$ cat src/rtl/sqdPkg.sv
package sqdPkg;
  typedef struct packed {
    logic shiftEn;
    logic frameWrite;
    logic latchAll;
    logic forceClamp;
  } strobeT;
endpackage

$ cat src/rtl/sqdSync.sv
module sqdSync #(
  parameter int W = 5,
  parameter int STAGES = 2,
  parameter logic [W-1:0] RST_VAL = '0
) (
  input  logic         clk,
  input  logic         rstN,
  input  logic [W-1:0] asyncIn,
  output logic [W-1:0] syncOut
);
  logic [W-1:0] stage [STAGES];

  always_ff @(posedge clk or negedge rstN) begin
    if (!rstN) begin
      for (int s = 0; s < STAGES; s++) stage[s] <= RST_VAL;
    end else begin
      stage[0] <= asyncIn;
      for (int s = 1; s < STAGES; s++) stage[s] <= stage[s-1];
    end
  end

  assign syncOut = stage[STAGES-1];
endmodule

$ cat src/rtl/sqdCtrl.sv
module sqdCtrl
  import sqdPkg::*;
#(
  parameter int FRAME_W = 24,
  parameter int PKG_W = 5
) (
  input  logic             clk,
  input  logic             rstN,
  input  logic             sclkS,
  input  logic             fsyncS,
  input  logic             ldacS,
  input  logic             clrS,
  input  logic [PKG_W-1:0] pkgField,
  input  logic [PKG_W-1:0] pkgStrap,
  input  logic             pkgAddrIgnore,
  output strobeT           strb,
  output logic             frameErr
);
  localparam int CNT_W = $clog2(FRAME_W + 2);
  localparam logic [CNT_W-1:0] CNT_FULL = CNT_W'(FRAME_W);
  localparam logic [CNT_W-1:0] CNT_SAT  = CNT_W'(FRAME_W + 1);

  logic sclkPrev, fsyncPrev;
  logic sclkRise, fsyncFall, fsyncRise;
  logic [CNT_W-1:0] bitCnt;
  logic addrOk, countOk;

  always_ff @(posedge clk or negedge rstN) begin
    if (!rstN) begin
      sclkPrev  <= 1'b0;
      fsyncPrev <= 1'b1;
    end else begin
      sclkPrev  <= sclkS;
      fsyncPrev <= fsyncS;
    end
  end

  assign sclkRise  = sclkS & ~sclkPrev;
  assign fsyncFall = ~fsyncS & fsyncPrev;
  assign fsyncRise = fsyncS & ~fsyncPrev;

  always_ff @(posedge clk or negedge rstN) begin
    if (!rstN) bitCnt <= '0;
    else if (fsyncFall) bitCnt <= '0;
    else if (strb.shiftEn && bitCnt != CNT_SAT) bitCnt <= bitCnt + 1'b1;
  end

  assign addrOk  = pkgAddrIgnore || (pkgField == pkgStrap);
  assign countOk = (bitCnt == CNT_FULL);

  always_comb begin
    strb.shiftEn    = sclkRise & ~fsyncS;
    strb.frameWrite = fsyncRise & countOk & addrOk;
    strb.latchAll   = ~ldacS & clrS;
    strb.forceClamp = ~clrS;
  end

  always_ff @(posedge clk or negedge rstN) begin
    if (!rstN) frameErr <= 1'b0;
    else if (fsyncRise && !countOk) frameErr <= 1'b1;
  end
endmodule

$ cat src/rtl/sqdDatapath.sv
module sqdDatapath
  import sqdPkg::*;
#(
  parameter int FRAME_W = 24,
  parameter int DATA_W = 16,
  parameter int CODE_W = 14,
  parameter int PKG_W = 5,
  parameter int CHANNELS = 4
) (
  input  logic                       clk,
  input  logic                       rstN,
  input  strobeT                     strb,
  input  logic                       dinS,
  output logic [PKG_W-1:0]           pkgField,
  output logic [CHANNELS*CODE_W-1:0] dacCode,
  output logic [CHANNELS-1:0]        clamped
);
  localparam int CH_W = $clog2(CHANNELS);
  localparam int RSV_HI = FRAME_W - PKG_W - 1;
  localparam int RSV_LO = DATA_W + CH_W;

  logic [FRAME_W-1:0] shiftReg;
  logic [CH_W-1:0]    chSel;
  logic [CODE_W-1:0]  newCode;
  logic               unusedFrameBits;

  always_ff @(posedge clk or negedge rstN) begin
    if (!rstN) shiftReg <= '0;
    else if (strb.shiftEn) shiftReg <= {shiftReg[FRAME_W-2:0], dinS};
  end

  assign pkgField = shiftReg[FRAME_W-1 -: PKG_W];
  assign chSel    = shiftReg[DATA_W +: CH_W];
  assign newCode  = shiftReg[CODE_W-1:0];
  assign unusedFrameBits = ^{shiftReg[RSV_HI:RSV_LO], shiftReg[DATA_W-1:CODE_W]};

  for (genvar i = 0; i < CHANNELS; i++) begin : g_chan
    logic [CODE_W-1:0] stageReg, latchReg;
    logic              hit, clampReg;

    assign hit = strb.frameWrite && (chSel == CH_W'(i));

    always_ff @(posedge clk or negedge rstN) begin
      if (!rstN) begin
        stageReg <= '0;
        latchReg <= '0;
        clampReg <= 1'b1;
      end else begin
        if (hit) stageReg <= newCode;
        if (strb.latchAll) latchReg <= hit ? newCode : stageReg;
        if (strb.forceClamp) clampReg <= 1'b1;
        else if (strb.latchAll) clampReg <= 1'b0;
      end
    end

    assign dacCode[i*CODE_W +: CODE_W] = latchReg;
    assign clamped[i] = clampReg;
  end
endmodule

$ cat src/rtl/sqdLoader.sv
module sqdLoader
  import sqdPkg::*;
#(
  parameter int FRAME_W = 24,
  parameter int DATA_W = 16,
  parameter int CODE_W = 14,
  parameter int PKG_W = 5,
  parameter int CHANNELS = 4,
  parameter int SYNC_STAGES = 2
) (
  input  logic                       clk,
  input  logic                       rstN,
  input  logic                       sclk,
  input  logic                       din,
  input  logic                       fsyncN,
  input  logic [PKG_W-1:0]           pkgStrap,
  input  logic                       pkgAddrIgnore,
  input  logic                       ldacN,
  input  logic                       clrN,
  output logic [CHANNELS*CODE_W-1:0] dacCode,
  output logic [CHANNELS-1:0]        clamped,
  output logic                       frameErr
);
  logic [4:0] pinsS;
  logic [PKG_W-1:0] pkgField;
  strobeT strb;

  sqdSync #(.W(5), .STAGES(SYNC_STAGES), .RST_VAL(5'b11100)) u_sync (
    .clk(clk), .rstN(rstN),
    .asyncIn({clrN, ldacN, fsyncN, din, sclk}),
    .syncOut(pinsS)
  );

  sqdCtrl #(.FRAME_W(FRAME_W), .PKG_W(PKG_W)) u_ctrl (
    .clk(clk), .rstN(rstN),
    .sclkS(pinsS[0]), .fsyncS(pinsS[2]), .ldacS(pinsS[3]), .clrS(pinsS[4]),
    .pkgField(pkgField), .pkgStrap(pkgStrap), .pkgAddrIgnore(pkgAddrIgnore),
    .strb(strb), .frameErr(frameErr)
  );

  sqdDatapath #(.FRAME_W(FRAME_W), .DATA_W(DATA_W), .CODE_W(CODE_W),
                .PKG_W(PKG_W), .CHANNELS(CHANNELS)) u_dp (
    .clk(clk), .rstN(rstN), .strb(strb), .dinS(pinsS[1]),
    .pkgField(pkgField), .dacCode(dacCode), .clamped(clamped)
  );
endmodule

$ cat config.mk
export PLATFORM = sky130hd
export DESIGN_NAME = sqdLoader
export DESIGN_NICKNAME = d
export VERILOG_FILES = /design/src/rtl/sqdPkg.sv /design/src/rtl/sqdSync.sv /design/src/rtl/sqdCtrl.sv /design/src/rtl/sqdDatapath.sv /design/src/rtl/sqdLoader.sv
export SDC_FILE = /design/constraint.sdc
export NUM_CORES = 1
export LEC_CHECK = 0
export BUFFER_PORTS_ARGS = -buffer_cell sky130_fd_sc_hd__buf_2
export CELL_PAD_IN_SITES_DETAIL_PLACEMENT = 1
export CELL_PAD_IN_SITES_GLOBAL_PLACEMENT = 2
export CORE_MARGIN = 1
export CORE_UTILIZATION = 37
export CTS_CLUSTER_SIZE = 10
export DETAILED_ROUTE_END_ITERATION = 8
export GPL_ROUTABILITY_DRIVEN = 0
export PLACE_DENSITY_LB_ADDON = 0.1
export SLEW_MARGIN = 10
export SYNTH_ARGS = -nofsm -noshare
export SYNTH_HDL_FRONTEND = slang
export SYNTH_SLANG_ARGS = --single-unit
$ cat constraint.sdc
create_clock -name clk -period 2.3 [get_ports clk]
set_clock_uncertainty 0.15 [all_clocks]
set_input_delay 0.345 -clock clk [delete_from_list [all_inputs] [get_ports clk]]
set_output_delay 0.345 -clock clk [all_outputs]
set_load 0.1 [all_outputs]
==> results_dict.tcl, run 1 <==
set metrics [dict create \
    first_global_vias 4719 \
    track_usage_pct 19.9 \
    synth_top_cell_area_share_pct 60.4 \
    status "completed" \
    numPortBuffers 73 \
    clk_latency_ps 420 \
    relSlewSlack_pct 62.4 \
    drt.antenna.violating_nets 0 \
    drtIter0Drc 250 \
    io_pins 74 \
    dp.final_hpwl_um 10200 \
    ff2ff_path_depth 8 \
    synth_top_flop_cell "dfrtp_1" \
    worstMarginPinSlew_ps 564 \
    crit_chain "inv_2, ha_1, and4b_2, and4_4, a21oi_4, clkbuf_16, o21ai_0, a31oi_1" \
    synth_largest_area_cell "dfrtp_1" \
    ys_warn_count 0 \
    routed_wirelength_um 15700 \
    fp.dieArea_um2 17000 \
    dp_cells 841 \
    cts_max_level 4 \
    leakagePower_uw 0.00368 \
    grt_antenna_before_repair 1 \
    tns_ps 0 \
    synthTopCellsByArea "dfrtp_1, a31oi_1, o21ai_0, nand2_1, nor2_1" \
    ir_drop_mv 0.501 \
    yosysSeqAreaShare_pct 63.8 \
    gr-total-overflow 0 \
    crit_required_ps 2490 \
    rsz0062_at_grt "true" \
    synth_edf_count 0 \
    drt_pre_antenna_iters 5 \
    fp-row-count 46 \
    synthArstFlopShare_pct 100 \
    die_w_um 130 \
    r2r_start "u_ctrl.bitCnt[0]" \
    diodes 0 \
    netlist_instances 578 \
    powerDensity_nw_per_um2 998 \
    die_h_um 130 \
    numCtsBuffers 17 \
    fin_cells 884 \
    syn_to_final_growth_pct 24.8 \
    rr_endpoint "u_dp.g_chan[2].latchReg[13]" \
    clk_pin_slew_ps 60 \
    nFillCells 1780 \
    ys_ff_latch 155 \
    grt_max_degree 68 \
    synth_cell_types 30 \
    synth_nets 594 \
    finalHoldViolCount 0 \
    cts_root_buf "clkbuf_16" \
    slew_violations 0 \
    cts_tree "built" \
    critPathSlowestCell "dfrtp_1" \
    drive_gt1_share_pct 23.8 \
    cp_max_fo 20 \
    viasPerCell 5.21 \
    layout.nets 671 \
    post-route-period-util_pct 97.2 \
    worstSetupPathType "reg -> reg" \
    wire_per_inst_um 17.7 \
    clk_path_buf_depth 2 \
    max_stage_delay_ps 410 \
    startpoint "u_ctrl.bitCnt[0]" \
    timing.hold.ws_ps 204 \
    max-cap-violations 0 \
    worstSetupEndpointType "flop" \
    fmax_mhz 447 \
    fin_total_pwr_uw 7590 \
    drc_errors 0 \
    hold_path.class "reg -> reg" \
    min_period_ps 2230 \
    grt_pass1_wl_um 25200 \
    core_um2 16000 \
    post-route-util_pct 47.5 \
    cts.sinks 155 \
    timing.critical_path.to "u_dp.g_chan[2].latchReg[13]" \
    start_util_pct 38.1 \
    worst_setup_path_start_kind "flop" \
    setup_viol 0 \
    reg2reg_slack_ps 70 \
    arrival_ps 2420 \
    via_count 4609 \
    syn_area_um2 6090 \
    syn_avg_cell_area_um2 10.5 \
]
-- area by class of cell --
type	instances	area, um2	share of cell area [%]
sequential	155	3890	51.1
inverter	17	63.8	0.839
timing repair buffer	102	717	9.43
clock inverter	13	221	2.91
tap	216	270	3.55
multi-input combinational	362	2000	26.3
clock buffer	19	443	5.82
-- Yosys cell counts, types with 2 or more instances --
library cell    n
nand2b_1        2
dfrtp_1       147
or3_1          28
ha_1            3
mux2_2          9
nor2_1         60
inv_1          17
o21ai_1        13
nand4_1         2
nand3_1        19
o21ai_0        69
and4_1          2
and4b_1         3
buf_4           5
a21oi_1        13
buf_2           5
buf_6           2
clkbuf_1       32
xnor2_1         2
a31oi_1        56
dfstp_2         8
nor2b_1         3
nand2_1        65
xor2_1          7
-- routing by layer --
layer | part of all wire (%) | vias up | track usage [%]
met5 | 0 | - | 0
met4 | 1.2 | 0 | 7.44
met3 | 4.2 | 13 | 3.90
met2 | 49 | 86 | 31.8
met1 | 46 | 2360 | 27.1
li1 | - | 2150 | -
-- worst max-delay path, delay by kind of cell (launching register included) --
kind	cells	cell delay [ps]
compound gates	3	630
fa+ha+maj	1	180
buf+inv	2	320
flops	1	410
simple gates	2	460
-- power breakdown --
| part | switching [uW] | internal [uW] |
|---|---|---|
| sequential | 128 | 2900 |
| clock | 1090 | 2060 |
| combinational | 1200 | 219 |
-- cell families (layout without fill, tap and decap cells) --
| group | Yosys count | count (layout) | synth area share [%] |
|---|---|---|---|
| AO/OA/AOI/OAI | 154 | 154 | 13.9 |
| XOR/XNOR | 9 | 9 | 1.29 |
| adder cells (fa/ha/maj) | 3 | 3 | 0.616 |
| buffers and inverters | 61 | 151 | 4.41 |
| flip-flops | 155 | 155 | 63.8 |
| multiplexers | 9 | 9 | 1.66 |
| AND/OR/NAND/NOR | 187 | 187 | 14.3 |
-- registers in the layout (all words and copies together), names as in the netlist --
signal / flops
u_ctrl.frameErr: 1
u_dp.g_chan.stageReg: 56
u_sync.syncOut: 5
u_ctrl.sclkPrev: 1
u_sync.stage: 5
u_dp.g_chan.latchReg: 56
u_dp.shiftReg: 24
u_ctrl.bitCnt: 5
u_dp.g_chan.clampReg: 1
u_ctrl.fsyncPrev: 1
-- metrics by stage --
step                      instance area (um2)  setup slack (ps)
after floorplan                          6090               216
after global placement                   6770               105
after detailed placement                 6770              58.1
after CTS                                7490              40.2
after global routing                     7600             -23.7
final                                    7600              65.4
-- repair_timing --
item                                    in CTS  in global routing
hold endpoints to repair                    45                  0
endpoints found under the setup margin       0                 53
hold buffers                                 6                  0
buffers inserted                             0                  3
gates resized for setup                      0                 18
-- worst min path at each step --
stage,startpoint,to,cells after the start,slack (ps)
after global routing,u_sync.stage[5],u_sync.syncOut[0],0,210
after detailed placement,rstN,u_dp.g_chan[2].latchReg[3],1,150
final,u_sync.stage[5],u_sync.syncOut[0],0,200
after floorplan,rstN,u_ctrl.bitCnt[0],0,-100
after global placement,rstN,u_dp.g_chan[2].latchReg[3],1,140
after CTS,u_sync.stage[6],u_sync.syncOut[1],0,200
-- cell usage in the layout (no fill, tap or decap), types with 3 or more instances in the layout --
cell	synthesis	layout
a21oi_1	13	12
a31oi_1	56	54
buf_12	0	7
buf_2	5	72
buf_4	5	13
buf_6	2	3
bufinv_16	0	6
clkbuf_16	0	18
clkinv_2	0	5
dfrtp_1	147	147
dfstp_2	8	8
dlygate4sd3_1	0	6
ha_1	3	3
inv_1	17	16
mux2_2	9	9
nand2_1	65	65
nand3_1	19	19
nor2_1	60	60
o21ai_0	69	66
o21ai_1	13	16
or3_1	28	25
or3_4	0	3
xor2_1	7	7
(Power assumes the default switching activity.)
==> run 2, diff against run 1 <==
--- a/config.mk
+++ b/config.mk
@@ -5,11 +5,12 @@
 export SDC_FILE = /design/constraint.sdc
 export NUM_CORES = 1
 export LEC_CHECK = 0
+export ABC_AREA = 1
 export BUFFER_PORTS_ARGS = -buffer_cell sky130_fd_sc_hd__buf_2
 export CELL_PAD_IN_SITES_DETAIL_PLACEMENT = 1
 export CELL_PAD_IN_SITES_GLOBAL_PLACEMENT = 2
 export CORE_MARGIN = 1
-export CORE_UTILIZATION = 37
+export CORE_UTILIZATION = 36
 export CTS_CLUSTER_SIZE = 10
 export DETAILED_ROUTE_END_ITERATION = 8
 export GPL_ROUTABILITY_DRIVEN = 0
==> run 2 against run 1 <==
Net effect:
- first-iteration DRC count grew 2.4%
- largest cell class unchanged
- largest power group is now sequential cells
- area after synthesis grew 8.0%
- final area grew 4.3%
- clock-buffer cell count grew 1
- worst hold slack lost 5.2 ps
==> results_dict.tcl, run 2 <==
set metrics [dict create \
    final_cell_area_um2 7930 \
    timing.hold.ws_ps 198 \
    cts_tree "built" \
    netlist_instances 730 \
    die_w_um 137 \
    ys_ff_latch 155 \
    synth_largest_area_cell "dfrtp_1" \
    leakagePower_uw 0.00387 \
    drive_gt1_share_pct 17.0 \
    tns_ps 0 \
    fp-row-count 49 \
    dpl_cell_area_um2 7280 \
    clk_pin_slew_ps 60 \
    core_um2 18000 \
    cp_max_fo 20 \
    worstSetupEndpointType "flop" \
    worst_setup_path_start_kind "flop" \
    relSlewSlack_pct 63.6 \
    die_h_um 137 \
    crit_required_ps 2450 \
    start_util_pct 36.6 \
    arrival_ps 2260 \
    io_pins 74 \
    p_int_uw 4720 \
    cts.sinks 155 \
    grt_antenna_before_repair 0 \
    final_common_cell "nand2_1" \
    post-route-period-util_pct 91.8 \
    gr-total-overflow 0 \
    syn_to_final_growth_pct 20.5 \
    reg2reg_slack_ps 190 \
    worstSetupPathType "reg -> reg" \
    ir_drop_mv 0.519 \
    fp.dieArea_um2 18800 \
    sw_frac_of_total_pct 34.1 \
    syn_avg_cell_area_um2 9.02 \
    grt_pass1_wl_um 27900 \
    synth_edf_count 0 \
    fin_total_pwr_uw 7170 \
    slew_violations 0 \
    seqPwrFrac_pct 41.7 \
    synth_cell_types 22 \
    syn_area_um2 6580 \
    track_usage_pct 19.7 \
    final_cell_mix "nand2_1, dfrtp_1, inv_1" \
    viasPerCell 4.88 \
    pwr-share-clk_pct 38.0 \
    place_ws_ps 123 \
    cts_resized 0 \
    hold_path.class "reg -> reg" \
    drt_pre_antenna_iters 4 \
    grt_max_degree 57 \
    numCtsBuffers 17 \
    setup_viol 0 \
    diodes 0 \
    synthTopCellsByArea "dfrtp_1, nand2_1, nand4_1, inv_1, and2_1" \
    synth-simple-area-share_pct 29.1 \
    numPortBuffers 73 \
    min_period_ps 2110 \
    layout.nets 828 \
    first_global_vias 5274 \
    nFillCells 2076 \
    muxShareOfSynthArea_pct 0 \
    fmax_mhz 474 \
    cts_root_buf "clkbuf_16" \
    power_frac_comb_pct 20.3 \
    drt.antenna.violating_nets 0 \
    synth_nets 746 \
    reg_top3 "u_dp.g_chan.latchReg x56, u_dp.g_chan.stageReg x56, u_dp.shiftReg x24" \
    routed_wirelength_um 16800 \
    wire_per_inst_um 15.9 \
    via_count 5141 \
    synth_top_family_by_area "simple AND/OR/NAND/NOR gates" \
    synthAdderAreaFrac_pct 0.570 \
    synth_compound_area_share_pct 2.47 \
    status "completed" \
    drc_errors 0 \
    synthArstFlopShare_pct 100 \
    setup_ws_ps 188 \
    drtIter0Drc 256 \
    p_sw_uw 2440 \
    synth_top_flop_cell "dfrtp_1" \
    clk_path_buf_depth 2 \
    synthXorXnorAreaFrac_pct 0.133 \
    synth_top_cell_area_share_pct 55.9 \
    powerDensity_nw_per_um2 903 \
    finalHoldViolCount 0 \
    clk_latency_ps 420 \
    rsz0062_at_grt "false" \
    yosysSeqAreaShare_pct 59.1 \
    cts_max_level 4 \
    synth_top_cells_by_count "nand2_1, dfrtp_1, inv_1" \
    dp.final_hpwl_um 11300 \
    synth.most_common_cell "nand2_1" \
    ys_warn_count 0 \
    max-cap-violations 0 \
    worstMarginPinSlew_ps 545 \
]
-- run 2: cell types whose count changed after synthesis, sizes merged, moves of 12 or more --
| cell | before | now |
|---|---|---|
| a21oi | 14 | 2 |
| a31oi | 56 | 0 |
| and2 | 0 | 56 |
| clkbuf | 32 | 17 |
| inv | 17 | 95 |
| nand2 | 65 | 215 |
| nand3 | 19 | 66 |
| nand4 | 2 | 59 |
| nor2 | 60 | 6 |
| o21ai | 82 | 29 |
| or3 | 28 | 0 |
-- run 2: through the flow --
stage	cells	utilization, %
floorplan	730	-
global placement	1015	40.5
detailed placement	1015	40.5
CTS	1053	44.1
global route	1054	44.2
finish	1054	44.2
-- run 2: cell families (layout without fill, tap and decap cells) --
group | after synthesis | in the layout
XOR/XNOR | 1 | 1
AND/OR/NAND/NOR | 404 | 404
flip-flops | 155 | 155
AO/OA/AOI/OAI | 32 | 32
adder cells (fa/ha/maj) | 3 | 3
buffers and inverters | 135 | 230
-- run 2: what timing repair did --
action / 4_1_cts / 5_1_grt
setup buffers: 0 / 1
hold buffers: 6 / 0
endpoints found under the hold margin: 50 / 0
endpoints found under the setup margin: 0 / 18
-- run 2: worst max-delay path: stages (launching register included) --
cell	delay (ps)
dfrtp_1	420
inv_1	110
ha_1	160
nand4_2	140
nor3_4	250
buf_12	150
buf_4	230
nand4_1	140
nand3_1	160
nand2_1	80
-- run 2: per-layer routing --
layer	share of wire [%]	global-route usage [%]	wire, um
met1	48	27.1	8120
met2	48	31.3	8010
met3	2.5	2.80	416
met4	1.4	8.00	233
met5	0	0	0
-- run 2: final cells by class --
type / count / area (um2) / area share, %
sequential: 155 / 3890 / 49.0
clock inverter: 12 / 124 / 1.56
inverter: 95 / 357 / 4.49
clock buffer: 20 / 447 / 5.63
tap: 229 / 287 / 3.61
timing repair buffer: 103 / 699 / 8.82
multi-input combinational: 440 / 2130 / 26.9
-- run 2: power groups by stage --
stage / logic (uW) / registers, uW / clock network (uW)
detailed placement: 1460 / 3040 / 0
floorplan: 287 / 3860 / 0
finish: 1450 / 2990 / 2720
global route: 1540 / 3010 / 2920
CTS: 1470 / 2990 / 2820
global placement: 1450 / 3030 / 0
-- run 2: final timing paths --
check / start / endpoint / cells after the start
worst max register to register: u_ctrl.bitCnt[0] / u_dp.g_chan[3].latchReg[1] / 9
worst min register to register: u_sync.stage[5] / u_sync.syncOut[0] / 0
worst max-delay path: u_ctrl.bitCnt[0] / u_dp.g_chan[3].latchReg[1] / 9
worst min-delay path: u_sync.stage[5] / u_sync.syncOut[0] / 0
min in group asynchronous: rstN / u_dp.g_chan[0].stageReg[11] / 2
max in group asynchronous: rstN / u_dp.g_chan[3].latchReg[11] / 3
==> run 3, diff against run 2 <==
--- a/config.mk
+++ b/config.mk
@@ -6,15 +6,16 @@
 export NUM_CORES = 1
 export LEC_CHECK = 0
 export ABC_AREA = 1
-export BUFFER_PORTS_ARGS = -buffer_cell sky130_fd_sc_hd__buf_2
 export CELL_PAD_IN_SITES_DETAIL_PLACEMENT = 1
 export CELL_PAD_IN_SITES_GLOBAL_PLACEMENT = 2
 export CORE_MARGIN = 1
-export CORE_UTILIZATION = 36
+export CORE_UTILIZATION = 39
 export CTS_CLUSTER_SIZE = 10
 export DETAILED_ROUTE_END_ITERATION = 8
+export DONT_BUFFER_PORTS = 1
 export GPL_ROUTABILITY_DRIVEN = 0
 export PLACE_DENSITY_LB_ADDON = 0.1
+export REMOVE_ABC_BUFFERS = 1
 export SLEW_MARGIN = 10
 export SYNTH_ARGS = -nofsm -noshare
 export SYNTH_HDL_FRONTEND = slang
==> run 3 against run 2 <==
Net effect:
- die area decreased by 7.6%
- largest power group unchanged
- cell count decreased by 2.8%
- flip-flop and latch count unchanged
- critical endpoint is now u_dp.g_chan[3].stageReg[2]
- largest cell class unchanged
- the flow now finishes with violations (negative hold slack)
- global-route usage increased by 0.60 points
- critical path depth decreased by 1
- highest routed layer unchanged
- maximum frequency increased by 0.69%
- power decreased by 0.33%
==> results_dict.tcl, run 3 (synthesized netlist as in run 2, its figures left out) <==
set metrics [dict create \
    cp.depth 8 \
    critPathBufInv 3 \
    grt_pass1_wl_um 27800 \
    post-route-period-util_pct 91.2 \
    failed_checks "negative hold slack" \
    drc_errors 0 \
    seqPwrFrac_pct 41.5 \
    p_int_uw 4770 \
    fp-row-count 47 \
    fmax_mhz 477 \
    post-route-util_pct 47.8 \
    diodes 0 \
    die_h_um 132 \
    cp_max_fo 48 \
    grt_max_degree 156 \
    crit_chain "inv_1, ha_1, nand4_2, nor3_4, buf_12, buf_4, nand4_1, and2_1" \
    wire_per_inst_um 15.6 \
    clk_latency_ps 420 \
    critPathSlowestCell "dfrtp_1" \
    layout.nets 807 \
    dp.final_hpwl_um 10400 \
    cp_top_family "simple AND/OR/NAND/NOR gates" \
    final_cell_mix "nand2_1, dfrtp_1, inv_1" \
    arrival_ps 2260 \
    cts_max_level 4 \
    clk_path_buf_depth 2 \
    final_common_cell "nand2_1" \
    ir_drop_mv 0.533 \
    viasPerCell 4.92 \
    worstSetupEndpointType "flop" \
    core_um2 16500 \
    worstMarginPinSlew_ps 924 \
    cts_resized 0 \
    max_stage_delay_ps 420 \
    powerDensity_nw_per_um2 905 \
    slew_violations 0 \
    leakagePower_uw 0.00384 \
    hold_path.class "in -> async" \
    postCtsSetupBuffers 0 \
    io_pins 74 \
    relSlewSlack_pct 38.4 \
    fin_cells 1024 \
    clk_pin_slew_ps 60 \
    p_sw_uw 2370 \
    cts_root_buf "clkbuf_16" \
    timing.hold.ws_ps -529 \
    fp.dieArea_um2 17400 \
    pwr-share-clk_pct 38.1 \
    min_period_ps 2100 \
    ff2ff_path_depth 8 \
    first_global_vias 5642 \
    routed_wirelength_um 16000 \
    final_cell_area_um2 7890 \
    setup_viol 0 \
    status "finished, violations left" \
    crit_required_ps 2460 \
    syn_to_final_growth_pct 19.9 \
    worst_setup_path_start_kind "flop" \
    numCtsBuffers 17 \
    sw_frac_of_total_pct 33.2 \
    numPortBuffers 0 \
    drt.antenna.violating_nets 0 \
    rsz0062_at_grt "false" \
    cts.sinks 155 \
    worstSetupPathType "reg -> reg" \
    drt_pre_antenna_iters 4 \
    die_w_um 132 \
    hold_buffers 5 \
    finalHoldViolCount 155 \
    grt_antenna_before_repair 0 \
    max-cap-violations 0 \
    reg_top3 "u_dp.g_chan.latchReg x56, u_dp.g_chan.stageReg x56, u_dp.shiftReg x24" \
    dp_cells 987 \
    drtIter0Drc 262 \
    start_util_pct 39.8 \
    track_usage_pct 20.3 \
    dpl_cell_area_um2 7270 \
    drive_gt1_share_pct 14.9 \
    power_frac_comb_pct 20.4 \
    cts_tree "built" \
    gr-total-overflow 0 \
    nFillCells 1916 \
    fin_total_pwr_uw 7140 \
    via_count 5039 \
]
-- run 3: layout make-up --
class	count	area [um2]	area share [%]
flip-flops and latches	155	3890	49.3
multi-input cells	440	2130	27.0
repair buffers	82	666	8.43
clock buffers	20	447	5.66
inverters	95	357	4.52
well taps	220	275	3.49
clock inverters	12	124	1.57
-- run 3: layer usage --
metal	GRT usage [%]	wire, um
met1	26.3	7480
met3	4.23	488
met4	6.40	145
met5	0	0
met2	34.1	7890
-- run 3: final timing paths --
| check | end | startpoint | slack, ps |
|---|---|---|---|
| max in group asynchronous | u_sync.syncOut[4] | rstN | 2280 |
| min reg2reg | u_sync.syncOut[1] | u_sync.stage[6] | 200 |
| min | u_dp.g_chan[0].stageReg[1] | rstN | -530 |
| max | u_dp.g_chan[3].stageReg[2] | u_ctrl.bitCnt[0] | 200 |
| max reg2reg | u_dp.g_chan[3].stageReg[2] | u_ctrl.bitCnt[0] | 200 |
| min in group clk | u_sync.syncOut[1] | u_sync.stage[6] | 200 |
-- run 3: worst register-to-register path, cell delays in order, from the launching register on --
cell     delay (ps)
dfrtp_1         420
inv_1           100
ha_1            170
nand4_2         150
nor3_4          170
buf_12          250
buf_4           250
nand4_1         140
and2_1          200
-- run 3: per-stage QoR --
step	setup slack (ps)	setup TNS, ps
final	203	0
after global routing	8.32	0
after floorplan	-670	-73180
after detailed placement	195	0
after global placement	273	0
after CTS	191	0
-- run 3: power by group through the flow --
stage          combinational [uW]  sequential [uW]  clock, uW
2_1_floorplan                 232             3890          0
6_report                     1460             2970       2720
4_1_cts                      1470             2970       2800
5_1_grt                      1530             2980       2890
3_3_place_gp                 1440             3010          0
3_5_place_dp                 1460             3020          0
